$ cat src/rtl/wdt_pkg.sv
package wdt_pkg;

    typedef enum logic [1:0] {
        WD_OFF    = 2'd0,
        WD_AWAKE  = 2'd1,
        WD_ASLEEP = 2'd2
    } wd_state_e;

    // Low-bit mask for a tap of 'bits' stages; zero stages passes every pulse.
    function automatic int unsigned tap_mask(input int unsigned bits);
        return (bits == 0) ? 0 : ((32'd1 << bits) - 32'd1);
    endfunction

endpackage

$ cat src/rtl/wdt_tick_sync.sv
module wdt_tick_sync #(
    parameter int STAGES = 2
) (
    input  logic clk,
    input  logic rst_n,
    input  logic rc_osc,
    output logic tick
);
    logic [STAGES-1:0] sh;
    logic              last;

    always_ff @(posedge clk or negedge rst_n) begin
        if (!rst_n) begin
            sh   <= '0;
            last <= 1'b0;
        end else begin
            sh   <= {sh[STAGES-2:0], rc_osc};
            last <= sh[STAGES-1];
        end
    end

    assign tick = sh[STAGES-1] & ~last;
endmodule

$ cat src/rtl/wdt_prescaler.sv
module wdt_prescaler #(
    parameter int STAGES = 8,
    localparam int SEL_W = $clog2(STAGES)
) (
    input  logic             clk,
    input  logic             rst_n,
    input  logic             pre_to_wdt,
    input  logic [SEL_W-1:0] ratio_sel,
    input  logic             tmr_src,
    input  logic             wdt_ovf,
    input  logic             clr_any,
    output logic             tmr_out,
    output logic             wdt_timeout
);
    import wdt_pkg::*;

    logic [STAGES-1:0] cnt;
    logic [STAGES-1:0] mask;
    logic [SEL_W:0]    nbits;
    logic              in_pulse;
    logic              pclr;
    logic              hit;

    // Watchdog side uses 2^n, general timer side 2^(n+1).
    always_comb begin
        if (pre_to_wdt) nbits = {1'b0, ratio_sel};
        else            nbits = {1'b0, ratio_sel} + 1'b1;
        mask = STAGES'(tap_mask(32'(nbits)));
    end

    assign in_pulse = pre_to_wdt ? wdt_ovf : tmr_src;
    assign pclr     = clr_any & pre_to_wdt;
    assign hit      = in_pulse & ~pclr & ((cnt & mask) == mask);

    always_ff @(posedge clk or negedge rst_n) begin
        if (!rst_n)        cnt <= '0;
        else if (pclr)     cnt <= '0;
        else if (in_pulse) cnt <= cnt + 1'b1;
    end

    assign tmr_out     = pre_to_wdt ? tmr_src : hit;
    assign wdt_timeout = pre_to_wdt ? hit : wdt_ovf;
endmodule

$ cat src/rtl/wdt_fsm.sv
module wdt_fsm (
    input  logic clk,
    input  logic rst_n,
    input  logic cfg_en,
    input  logic sleep_mode,
    input  logic clr_wdt,
    input  logic timeout,
    output logic rst_req,
    output logic wake_req,
    output logic no_timeout,
    output logic in_doze
);
    import wdt_pkg::*;

    wd_state_e state, state_nx;

    always_ff @(posedge clk or negedge rst_n) begin
        if (!rst_n) state <= WD_OFF;
        else        state <= state_nx;
    end

    always_comb begin
        state_nx = state;
        unique case (state)
            WD_OFF: begin
                if (cfg_en) state_nx = sleep_mode ? WD_ASLEEP : WD_AWAKE;
            end
            WD_AWAKE: begin
                if (!cfg_en)        state_nx = WD_OFF;
                else if (sleep_mode) state_nx = WD_ASLEEP;
            end
            WD_ASLEEP: begin
                if (!cfg_en)         state_nx = WD_OFF;
                else if (!sleep_mode) state_nx = WD_AWAKE;
            end
            default: state_nx = WD_OFF;
        endcase
    end

    always_ff @(posedge clk or negedge rst_n) begin
        if (!rst_n) begin
            rst_req    <= 1'b0;
            wake_req   <= 1'b0;
            no_timeout <= 1'b1;
        end else begin
            rst_req  <= timeout && (state == WD_AWAKE);
            wake_req <= timeout && (state == WD_ASLEEP);
            if (clr_wdt)                            no_timeout <= 1'b1;
            else if (timeout && (state != WD_OFF))  no_timeout <= 1'b0;
        end
    end

    assign in_doze = (state == WD_ASLEEP);
endmodule

$ cat src/rtl/sentinel_wdt.sv
module sentinel_wdt #(
    parameter int WDT_BITS    = 8,
    parameter int PRE_STAGES  = 8,
    parameter int SYNC_STAGES = 2
) (
    input  logic                          clk,
    input  logic                          rst_n,
    input  logic                          rc_osc,
    input  logic                          tmr_src,
    output logic                          tmr_out,
    input  logic                          clr_wdt,
    input  logic                          sleep_entry,
    input  logic                          sleep_mode,
    input  logic                          cfg_en,
    input  logic                          pre_to_wdt,
    input  logic [$clog2(PRE_STAGES)-1:0] ratio_sel,
    output logic                          rst_req,
    output logic                          wake_req,
    output logic                          no_timeout
);
    localparam logic [WDT_BITS-1:0] BASE_TOP = '1;

    logic                tick;
    logic [WDT_BITS-1:0] base_cnt;
    logic                clr_any;
    logic                base_hold;
    logic                base_ovf;
    logic                wd_to;
    logic                doze_st;

    wdt_tick_sync #(.STAGES(SYNC_STAGES)) u_sync (
        .clk    (clk),
        .rst_n  (rst_n),
        .rc_osc (rc_osc),
        .tick   (tick)
    );

    assign clr_any   = clr_wdt | sleep_entry;
    assign base_hold = clr_any | ~cfg_en;

    always_ff @(posedge clk or negedge rst_n) begin
        if (!rst_n)         base_cnt <= '0;
        else if (base_hold) base_cnt <= '0;
        else if (tick)      base_cnt <= base_cnt + 1'b1;
    end

    assign base_ovf = tick & ~base_hold & (base_cnt == BASE_TOP);

    wdt_prescaler #(.STAGES(PRE_STAGES)) u_pre (
        .clk         (clk),
        .rst_n       (rst_n),
        .pre_to_wdt  (pre_to_wdt),
        .ratio_sel   (ratio_sel),
        .tmr_src     (tmr_src),
        .wdt_ovf     (base_ovf),
        .clr_any     (clr_any),
        .tmr_out     (tmr_out),
        .wdt_timeout (wd_to)
    );

    wdt_fsm u_fsm (
        .clk        (clk),
        .rst_n      (rst_n),
        .cfg_en     (cfg_en),
        .sleep_mode (sleep_mode),
        .clr_wdt    (clr_wdt),
        .timeout    (wd_to),
        .rst_req    (rst_req),
        .wake_req   (wake_req),
        .no_timeout (no_timeout),
        .in_doze    (doze_st)
    );
endmodule

$ cat config.mk
export PLATFORM = sky130hd
export DESIGN_NAME = sentinel_wdt
export DESIGN_NICKNAME = d
export VERILOG_FILES = /design/src/rtl/wdt_pkg.sv /design/src/rtl/wdt_tick_sync.sv /design/src/rtl/wdt_prescaler.sv /design/src/rtl/wdt_fsm.sv /design/src/rtl/sentinel_wdt.sv
export SDC_FILE = /design/constraint.sdc
export NUM_CORES = 1
export LEC_CHECK = 0
export BUFFER_PORTS_ARGS = -buffer_cell sky130_fd_sc_hd__buf_4
export CAP_MARGIN = 20
export CORE_UTILIZATION = 60
export CTS_BUF_LIST = sky130_fd_sc_hd__clkbuf_16
export DETAILED_ROUTE_END_ITERATION = 16
export MAX_ROUTING_LAYER = met4
export PLACE_DENSITY = 0.81
export SLEW_MARGIN = 0
export SYNTH_ARGS = -nofsm -noshare
export SYNTH_HDL_FRONTEND = slang
export SYNTH_SLANG_ARGS = --single-unit
$ cat constraint.sdc
create_clock -name clk -period 4.7 [get_ports clk]
set_clock_uncertainty 0.05 [all_clocks]
set_input_delay 0 -clock clk [delete_from_list [all_inputs] [get_ports clk]]
set_output_delay 0 -clock clk [all_outputs]
set_load 0.005 [all_outputs]
* Yosys cells after proc, flatten, opt, wreduce, memory -nomap -nowiden
Index checks and enable logic that the tools add are counted.
Word-level totals: register bits after elaboration 24, output and inout bits 4, logic and storage cells 61
Operators by class: add/subtract/negate cells 4, eq/ne operators 7, shift operators 1, mux-type cells 18, bitwise logic cells 13, reduce and logical (&&, ||, !) cells 10
Operators with widths (number):
- $mux W8 | 5
- $add A8 B1 Y8 const B | 2
- $mux W2 | 6
- $and A8 B8 Y8 | 1
- $eq A8 B8 Y1 | 1
- $eq A8 B8 Y1 const B | 1
- $reduce_bool A2 Y1 | 4
- $shl A1 B4 Y8 const A | 1
- $sub A8 B1 Y8 const B | 1
- $and A1 B1 Y1 | 6
- $ne A3 B3 Y1 const B | 2
- $pmux W2 S3 | 1
- $mux W1 | 5
- $add A3 B1 Y4 const B | 1
- $logic_not A4 Y1 | 1
- $mux W4 | 1
- $not A1 Y1 | 4
- $logic_and A1 B1 Y1 | 3
- $reduce_and A3 Y1 | 1
- $eq A2 B1 Y1 const B | 1
- $eq A2 B2 Y1 const B | 1
- $logic_not A2 Y1 | 1
- $ne A2 B2 Y1 const B | 1
- $or A1 B1 Y1 | 2

* Longest topological paths before layout
Gate-level depths: netlist of run 1.
depth in word-level cells 12, gate-level depth with buffers 11, gate-level depth less buffers 11

* Modules after synthesis
Synthesis of run 1 repeated with hierarchy kept, for this count alone.
Second synthesis, totals: cell total of the unflattened synthesis 155, area, all modules 1501.4 um^2
Modules (own cells, without submodules):
- wdt_prescaler | instances 1, cells each 97, area each 824.5 um^2, sequential area each 200.2 um^2
- sentinel_wdt | instances 1, cells each 41, area each 405.4 um^2, sequential area each 200.2 um^2
- wdt_fsm | instances 1, cells each 13, area each 182.7 um^2, sequential area each 126.4 um^2
- wdt_tick_sync | instances 1, cells each 4, area each 88.8 um^2, sequential area each 75.1 um^2

* Worst setup path before layout of run 1
OpenSTA, ideal clock, no wires.
path kind input port to flip-flop, from input port ratio_sel[0], to register u_fsm.no_timeout, setup time 0.086 ns, arrival 2.209 ns, path slack 2.355 ns, stages on the path 9, cell sequence ha_1 > nand2b_1 > xnor2_1 > or4_4 > ha_1 > o211a_1 > o41a_1 > and4bb_1 > o31ai_2
On the way: word-level cells in the longest chain between the ends 11
Ends and longest elaborated chain:
- from (decl) | RTL line sentinel_wdt.sv:16 | input logic [$clog2(PRE_STAGES)-1:0] ratio_sel,
- $add A3 B1 Y4 | RTL line wdt_prescaler.sv:27 | else nbits = {1'b0, ratio_sel} + 1'b1;
- $mux W4 (*) | RTL line wdt_prescaler.sv:26 | if (pre_to_wdt) nbits = {1'b0, ratio_sel};
- $shl A1 B4 Y8 | RTL line wdt_pkg.sv:11 | return (bits == 0) ? 0 : ((32'd1 << bits) - 32'd1);
- $sub A8 B1 Y8 | RTL line wdt_pkg.sv:11
- $mux W8 (*) | RTL line wdt_pkg.sv:11
- $and A8 B8 Y8 | RTL line wdt_prescaler.sv:33 | assign hit = in_pulse & ~pclr & ((cnt & mask) == mask);
- $eq A8 B8 Y1 (*) | RTL line wdt_prescaler.sv:33
- $and A1 B1 Y1 (*) | RTL line wdt_prescaler.sv:33
- $mux W1 (*) | RTL line wdt_prescaler.sv:42 | assign wdt_timeout = pre_to_wdt ? hit : wdt_ovf;
- $logic_and A1 B1 Y1 (*) | RTL line wdt_fsm.sv:49 | else if (timeout && (state != WD_OFF)) no_timeout <= 1'b0;
- $reduce_bool A2 Y1 (no line) (*)
- to (signal assigned) | RTL line wdt_fsm.sv:44 | no_timeout <= 1'b1;
- to (signal assigned) | RTL line wdt_fsm.sv:48 | if (clr_wdt) no_timeout <= 1'b1;
- to (signal assigned) | RTL line wdt_fsm.sv:49
- to (decl) | RTL line wdt_fsm.sv:10 | output logic no_timeout,
Mark *: on every way between the ends. The rest lies on a longest branch, timed or not. A chain may end at the register's enable or synchronous reset.

* Worst setup path in the final report of run 1
from input port ratio_sel[0], to output port tmr_out
On the way: word-level cells in the longest chain between the ends 9
Ends and longest elaborated chain:
- $add A3 B1 Y4 | RTL line wdt_prescaler.sv:27
- $mux W4 (*) | RTL line wdt_prescaler.sv:26
- $shl A1 B4 Y8 | RTL line wdt_pkg.sv:11
- $sub A8 B1 Y8 | RTL line wdt_pkg.sv:11
- $mux W8 (*) | RTL line wdt_pkg.sv:11
- $and A8 B8 Y8 | RTL line wdt_prescaler.sv:33
- $eq A8 B8 Y1 (*) | RTL line wdt_prescaler.sv:33
- $and A1 B1 Y1 (*) | RTL line wdt_prescaler.sv:33
- $mux W1 (*) | RTL line wdt_prescaler.sv:41 | assign tmr_out = pre_to_wdt ? tmr_src : hit;
- to (decl) | RTL line sentinel_wdt.sv:10 | output logic tmr_out,
Marked as above.

==> impl_metrics.py, run 1 <==
metrics = {
    "placement": {
        "placed_cell_area_um2": 1670,
        "detailed_place_hpwl_mm": 2.39,
        "portBuffers": 15,
        "routabilityCongestion": 0.883,
    },
    "finish": {
        "utilization_pct": 74.1,
        "synthToLayoutAreaGrowth_pct": 16.8,
        "multi_input_area_um2": 903,
        "sequential_cell_area_um2": 602,
        "fraction_of_final_layout_cells_with_drive_strength_greater_than_1_pct": 15.8,
        "fillerInstances": 176,
        "post-route-cell-area_um2": 1840,
        "antennaDiodeCount": 0,
        "mostFrequentLayoutCells": "23 x sky130_fd_sc_hd__dfrtp_1, 20 x sky130_fd_sc_hd__nor2_1, 15 x sky130_fd_sc_hd__buf_4",
        "num-nets-final": 201,
        "layout.cells.most_common": "sky130_fd_sc_hd__dfrtp_1",
    },
    "clocking": {
        "worst_setup_hold_path_clk_slew_ns": 0.07,
        "clockBufferDepth": 2,
        "cts_buffers": 3,
        "clkLatencyLatePin_ns": 0.26,
        "clkSinkCount": 24,
        "cts.htree.levels": 1,
        "cts_tree": "done",
        "clock_tree.root_cell": "sky130_fd_sc_hd__clkbuf_16",
        "post_cts_resized": 0,
        "cts_setup_buffers": 0,
    },
    "logic_synthesis": {
        "muxShareOfSynthArea_pct": 0.637,
        "netlist_area_um2": 1570,
        "count_of_unique_library_cells_instantiated_by_yosys": 50,
        "yosysSeqAreaShare_pct": 38.3,
        "nets_in_the_synthesized_netlist": 181,
        "postSynthRegisterBits": 24,
        "yosys.area_share.adder_pct": 3.18,
        "count_of_flip_flops_with_a_built_in_enable_after_synthesis": 0,
        "synthesis.yosys.warnings": 0,
        "synth_simple_gate_area_share_pct": 30.3,
        "postSynth.asyncResetShare_pct": 100,
        "synth_top_flop_cell": "sky130_fd_sc_hd__dfrtp_1",
        "synth_xor_xnor_area_share_pct": 7.25,
        "post_synth.cell_area_avg_um2": 9.52,
        "synth_top_family_by_area": "simple AND/OR/NAND/NOR gates",
        "synth_compound_gate_area_share_pct": 16.2,
        "number_of_instances_in_the_synthesized_netlist": 165,
    },
    "die": {
        "core_area_um2": 2480,
        "die_area_um2": 2830,
        "top_level_ports": 16,
        "initial_utilization_pct": 63.4,
        "floorplan.die.width_um": 53.2,
        "fp-row-count": 18,
        "chipHeight_um": 53.2,
    },
    "timing": {
        "fin_crit_ns": 2.68,
        "holdWs_ns": 0.133,
        "layout_worst_path_cycle_share_pct": 57.0,
        "setup_tns_ns": 0,
        "number_of_pins_with_negative_max_slew_slack_in_the_final_report": 0,
        "worstMarginPinSlew_ns": 0.492,
        "rsz0062_at_grt": "false",
        "slew_headroom_pct": 67.1,
        "fmax_mhz": 373,
        "finalSetupViolations": 0,
        "final-hold-violation-count": 0,
    },
    "setup_path": {
        "crit_path_from": "ratio_sel[0]",
        "timing.critical_path.buf_inv": 2,
        "crit-reg2reg-capture": "u_pre.cnt[7]$_DFFE_PN0P_",
        "critical_path_peak_fanout": 9,
        "worst_setup_path_end_kind": "output port",
        "cpMaxStageDelayCell": "sky130_fd_sc_hd__or4_4",
        "start_kind": "input port",
        "critPathTopFamily": "simple AND/OR/NAND/NOR gates",
        "required_ns": 4.65,
        "worstPathCellList": "buf_4 > ha_1 > nand2b_1 > xnor2_1 > or4_4 > ha_1 > o2111a_1 > o2111a_1 > nor2_1 > nand3_1 > a31oi_1 > buf_4",
        "critical-path-max-stage-delay_ns": 0.55,
        "worst_r2r_path_depth": 6,
        "r2r_setup_slack_ns": 2.68,
        "critical_path_arrival_ns": 2.63,
        "worst_r2r_src": "u_sync.sh[1]$_DFF_PN0_",
        "timing_worst_setup_path_type": "input port to output port",
    },
    "grt": {
        "remaining_global_route_overflow": 0,
        "grt.total_usage_pct": 29.9,
        "maximum_number_of_pins_on_one_net_before_global_route_repair": 25,
        "grt_antenna_before_repair": 0,
        "grt_pass1_vias": 1303,
        "grt_first_pass_wirelength_mm": 5.82,
    },
    "route": {
        "post_drt_via_cell_ratio": 6.10,
        "avgRoutedWirePerCell_um": 16.5,
        "ant_nets": 0,
        "detailedRoute.firstIterationViolations": 39,
        "detailroute.via_count": 1306,
        "post-route-drc-count": 0,
        "finalWirelength_mm": 3.53,
        "drt-pass1-iter-count": 4,
    },
    "job": {
        "drv_cap": 0,
    },
    "min_path": {
        "hp_class": "input port to asynchronous set/reset pin",
    },
    "pwr": {
        "power_per_cell_area_nw_per_um2": 294,
        "ir_drop_v": 0.000286,
        "power_leakage_nw": 0.781,
    },
    "run_status": {
        "outcome": "complete, no violations",
    },
}
-- metrics by stage --
| stage | worst slack [ns] | power, mW | instances |
|---|---|---|---|
| after global routing | 1.87 | 0.559 | 214 |
| after global placement | 2.11 | 0.293 | 204 |
| after CTS | 2.06 | 0.540 | 214 |
| after detailed placement | 2.01 | 0.295 | 204 |
| after floorplan | 2.35 | 0.272 | 165 |
| final | 2.02 | 0.540 | 214 |
-- Yosys cell counts, types with 2 or more instances --
cell type,n,area [um^2]
sky130_fd_sc_hd__a21oi_1,4,20.0
sky130_fd_sc_hd__nor2_1,20,75.1
sky130_fd_sc_hd__dfrtp_1,23,576
sky130_fd_sc_hd__nand2_1,11,41.3
sky130_fd_sc_hd__buf_2,2,10.0
sky130_fd_sc_hd__ha_1,4,50.1
sky130_fd_sc_hd__xnor2_1,9,78.8
sky130_fd_sc_hd__nor3b_1,6,45.0
sky130_fd_sc_hd__xor2_1,4,35.0
sky130_fd_sc_hd__nand4_1,3,18.8
sky130_fd_sc_hd__o21bai_1,2,15.0
sky130_fd_sc_hd__and4_1,2,17.5
sky130_fd_sc_hd__nand2b_1,2,12.5
sky130_fd_sc_hd__nand3_1,6,30.0
sky130_fd_sc_hd__o21ai_0,10,50.1
sky130_fd_sc_hd__o2111a_1,2,22.5
sky130_fd_sc_hd__nor2b_1,6,37.5
sky130_fd_sc_hd__inv_1,4,15.0
sky130_fd_sc_hd__nor3_1,3,15.0
sky130_fd_sc_hd__or3_1,2,12.5
sky130_fd_sc_hd__and2_1,4,25.0
sky130_fd_sc_hd__and3_1,3,18.8
sky130_fd_sc_hd__nand3b_1,3,22.5
sky130_fd_sc_hd__o211ai_1,2,15.0
sky130_fd_sc_hd__buf_6,3,33.8
-- sequential cells by signal (all words and copies together) (netlist names) --
register,count
u_fsm.no_timeout,1
base_cnt,8
u_fsm.rst_req,1
u_fsm.state,2
u_sync.sh,2
u_fsm.wake_req,1
u_sync.last,1
u_pre.cnt,8
-- layer usage --
metal / up-vias / global-route usage [%] / wire length (um)
li1: 635 / - / -
met4: 0 / 13.2 / 90
met1: 624 / 34.1 / 1440
met3: 12 / 5.17 / 116
met2: 35 / 51.3 / 1880
met5: - / - / 0
-- repair_timing --
| action | in CTS | in global routing |
|---|---|---|
| hold buffers | 6 | 0 |
| endpoints found under the hold margin | 28 | 0 |
| setup endpoints to repair | 0 | 0 |
-- worst max path at each step --
stage,end,depth (start not counted)
after floorplan,u_fsm.no_timeout$_DFFE_PN1P_,9
after global placement,u_fsm.no_timeout$_DFFE_PN1P_,11
after detailed placement,u_fsm.no_timeout$_DFFE_PN1P_,11
after CTS,tmr_out,12
after global routing,tmr_out,12
final,tmr_out,12
-- report_power, final --
group	internal, mW	switching [mW]	leakage [nW]
logic	0.0354	0.0468	0.409
clock network	0.169	0.0719	0.0511
registers	0.212	0.00481	0.321
-- cells by family after synthesis --
logic type      after synthesis
compound gates               32
xor+xnor                     13
fa+ha+maj                     4
buf+inv                      10
flops                        24
mux                           1
simple gates                 81
-- worst reg2reg max path, delay by kind of cell, from the launching register on --
family          cells  cell delay, ns
flops               1            0.34
simple gates        4            1.19
xor+xnor            1            0.15
compound gates      1            0.19
-- cell type report --
cell class | instances | area share [%]
Timing Repair Buffer | 21 | 9.41
Tap cell | 30 | 2.04
Clock inverter | 1 | 1.64
Inverter | 4 | 0.818
Clock buffer | 3 | 4.09
Multi-Input combinational cell | 131 | 49.2
Sequential cell | 24 | 32.8
Power figures use the tool's default switching activity.
==> run 2: changes to the inputs <==
--- a/config.mk
+++ b/config.mk
@@ -5,13 +5,14 @@
 export SDC_FILE = /design/constraint.sdc
 export NUM_CORES = 1
 export LEC_CHECK = 0
+export ABC_AREA = 1
 export BUFFER_PORTS_ARGS = -buffer_cell sky130_fd_sc_hd__buf_4
 export CAP_MARGIN = 20
-export CORE_UTILIZATION = 60
+export CORE_UTILIZATION = 57
 export CTS_BUF_LIST = sky130_fd_sc_hd__clkbuf_16
 export DETAILED_ROUTE_END_ITERATION = 16
 export MAX_ROUTING_LAYER = met4
-export PLACE_DENSITY = 0.81
+export PLACE_DENSITY = 0.78
 export SLEW_MARGIN = 0
 export SYNTH_ARGS = -nofsm -noshare
 export SYNTH_HDL_FRONTEND = slang
==> constraint.sdc (replaced) <==
create_clock -name clk -period 2.5 [get_ports clk]
set_clock_uncertainty 0.05 [all_clocks]
set_input_delay 0 -clock clk [delete_from_list [all_inputs] [get_ports clk]]
set_output_delay 0 -clock clk [all_outputs]
set_load 0.005 [all_outputs]
==> run 2 against run 1 <==
Effect of this change: total power is 85% higher; synthesized cell count increased by 18%; cell count up 16%; hold slack got worse by 0.012 ns; cell area is 3.7% lower; first-iteration DRC count decreased by 7.7%; die area fell by 3.2%; worst setup slack got worse by 1.6 ns; synthesized area decreased by 8.1%; critical path type is now register to register; critical endpoint is now u_pre.cnt[6]$_DFFE_PN0P_; largest power group unchanged.
==> impl_metrics.py, run 2 <==
metrics = {
    "finish": {
        "utilization_pct": 76.9,
        "regs_by_ff_count": "base_cnt (8), u_pre.cnt (8)",
        "antennaDiodeCount": 0,
        "number_of_standard_cells_in_the_final_layout_excluding_fillers": 248,
        "mostFrequentLayoutCells": "44 x sky130_fd_sc_hd__nand2_1, 33 x sky130_fd_sc_hd__inv_1, 23 x sky130_fd_sc_hd__dfrtp_1",
        "synthToLayoutAreaGrowth_pct": 22.4,
        "fraction_of_final_layout_cells_with_drive_strength_greater_than_1_pct": 19.5,
        "layout.cells.most_common": "sky130_fd_sc_hd__nand2_1",
        "post-route-cell-area_um2": 1770,
        "fillerInstances": 173,
        "num-nets-final": 237,
    },
    "route": {
        "post-route-drc-count": 0,
        "detailedRoute.firstIterationViolations": 36,
        "finalWirelength_mm": 3.33,
        "post_drt_via_cell_ratio": 5.45,
        "drt-pass1-iter-count": 4,
        "avgRoutedWirePerCell_um": 13.4,
        "detailroute.via_count": 1352,
        "ant_nets": 0,
    },
    "timing": {
        "finalSetupViolations": 0,
        "number_of_pins_with_negative_max_slew_slack_in_the_final_report": 0,
        "holdWs_ns": 0.121,
        "worstMarginPinSlew_ns": 0.770,
        "fmax_mhz": 476,
        "rsz0062_at_grt": "false",
        "final-hold-violation-count": 0,
        "fin_crit_ns": 2.10,
        "setup_tns_ns": 0,
        "slew_headroom_pct": 48.1,
        "layout_setup_ws_ns": 0.401,
        "layout_worst_path_cycle_share_pct": 84.0,
    },
    "grt": {
        "gr-usage-met1_pct": 35.0,
        "grt_antenna_before_repair": 0,
        "met2_usage_pct": 49.2,
        "grt_util_met3_pct": 6.09,
        "grt_pass1_vias": 1336,
        "globalRoute.busiestLayer": "met2",
        "grt_first_pass_wirelength_mm": 5.55,
        "grt.total_usage_pct": 29.1,
        "remaining_global_route_overflow": 0,
        "maximum_number_of_pins_on_one_net_before_global_route_repair": 25,
    },
    "die": {
        "floorplan.die.width_um": 52.3,
        "initial_utilization_pct": 62.9,
        "chipHeight_um": 52.3,
        "fp-row-count": 17,
        "top_level_ports": 16,
        "die_area_um2": 2740,
        "core_area_um2": 2300,
    },
    "placement": {
        "detailedPlace.worstSlack_ns": 0.502,
        "routabilityCongestion": 0.920,
        "portBuffers": 15,
        "post-place-cells": 237,
        "placed_cell_area_um2": 1590,
        "detailed_place_hpwl_mm": 2.32,
    },
    "setup_path": {
        "worst_setup_path_end_kind": "register",
        "timing_worst_setup_path_type": "register to register",
        "cpMaxStageDelayCell": "sky130_fd_sc_hd__dfrtp_1",
        "start_kind": "register",
        "critical_path_arrival_ns": 2.20,
        "crit_path_from": "base_cnt[1]$_DFFE_PN0P_",
        "worstPathCellList": "ha_1 > nand2_1 > nor2_1 > nand4_1 > nor3_2 > nand2_2 > nand2_4 > nand3_2 > nor3_2 > nand3_1 > nand2_1 > nor2_1",
        "critical-path-max-stage-delay_ns": 0.36,
        "required_ns": 2.60,
        "critical_path_peak_fanout": 7,
        "worst_r2r_src": "base_cnt[1]$_DFFE_PN0P_",
    },
    "logic_synthesis": {
        "yosysMostFrequentCell": "sky130_fd_sc_hd__nand2_1",
        "most_common_library_cells_after_synthesis": "44 x sky130_fd_sc_hd__nand2_1, 33 x sky130_fd_sc_hd__inv_1, 23 x sky130_fd_sc_hd__dfrtp_1",
        "nets_in_the_synthesized_netlist": 210,
        "postSynthRegisterBits": 24,
        "synth_top_flop_cell": "sky130_fd_sc_hd__dfrtp_1",
        "yosysSeqAreaShare_pct": 41.7,
        "count_of_flip_flops_with_a_built_in_enable_after_synthesis": 0,
        "number_of_instances_in_the_synthesized_netlist": 194,
        "count_of_unique_library_cells_instantiated_by_yosys": 21,
        "postSynth.asyncResetShare_pct": 100,
        "yosysTopAreaCell": "sky130_fd_sc_hd__dfrtp_1",
        "post_synth.cell_area_avg_um2": 7.44,
        "synthTopCellsByArea": "sky130_fd_sc_hd__dfrtp_1 40%, sky130_fd_sc_hd__nand2_1 11%, sky130_fd_sc_hd__inv_1 8.6%",
        "synth_top_cell_area_share_pct": 39.9,
        "netlist_area_um2": 1440,
        "synthesis.yosys.warnings": 0,
    },
    "clocking": {
        "post_cts_resized": 0,
        "cts_buffers": 3,
        "cts.htree.levels": 1,
        "cts_setup_buffers": 0,
        "clkSinkCount": 24,
        "cts_tree": "done",
        "clock_tree.root_cell": "sky130_fd_sc_hd__clkbuf_16",
        "clkLatencyLatePin_ns": 0.26,
        "post_cts_hold_buffer_count": 7,
        "clockBufferDepth": 2,
        "worst_setup_hold_path_clk_slew_ns": 0.06,
    },
    "pwr": {
        "power_leakage_nw": 0.855,
        "ir_drop_v": 0.000521,
        "power_per_cell_area_nw_per_um2": 565,
        "report.power.total_mw": 0.998,
    },
    "min_path": {
        "hp_class": "input port to asynchronous set/reset pin",
    },
    "job": {
        "drv_cap": 0,
    },
    "run_status": {
        "outcome": "complete, no violations",
    },
}
## run 2: area by class of cell
type                            instances  area (um^2)  share of cell area [%]
Sequential cell                        24          602                    34.1
Clock buffer                            3         75.1                    4.25
Multi-Input combinational cell        133          703                    39.8
Clock inverter                          1         30.0                    1.70
Timing Repair Buffer                   22          183                    10.3
Tap cell                               28         35.0                    1.98
Inverter                               37          139                    7.86
## run 2: logic make-up (layout without fill, tap and decap cells)
family                     Yosys count  in the layout  share of synthesized area [%]
and+or+nand+nor                    105            105                           36.4
buffers and inverters               37             63                           9.62
AOI/OAI and AO/OA                   24             24                           8.84
DFF                                 24             24                           41.7
adders and majority gates            4              4                           3.47
## run 2: path summary, 6_finish.rpt
check,endpoint,slack [ns],cells after the start
hold / removal,base_cnt[2]$_DFFE_PN0P_,0.12,2
setup reg to reg,u_pre.cnt[6]$_DFFE_PN0P_,0.40,12
max in group asynchronous,u_fsm.no_timeout$_DFFE_PN1P_,1.98,2
hold reg to reg,u_sync.sh[1]$_DFF_PN0_,0.31,0
setup / recovery,u_pre.cnt[6]$_DFFE_PN0P_,0.40,12
min in group clk,u_pre.cnt[1]$_DFFE_PN0P_,0.14,4
## run 2: layer usage
layer | part of all wire [%] | vias to the layer above
met2 | 49 | 42
met4 | 1.3 | 0
met3 | 6.3 | 6
li1 | - | 668
met1 | 43 | 636
met5 | 0 | -
## run 2: worst max-delay path: cells and delay by family (launching register included)
kind	cells	cell delay, ns
simple gates	11	1.39
fa+ha+maj	1	0.18
flops	1	0.36
## run 2: where the power goes
group          leakage (nW)  internal [mW]  switching, mW
clock                0.0511          0.318          0.139
combinational         0.483         0.0534         0.0817
sequential            0.321          0.398        0.00662
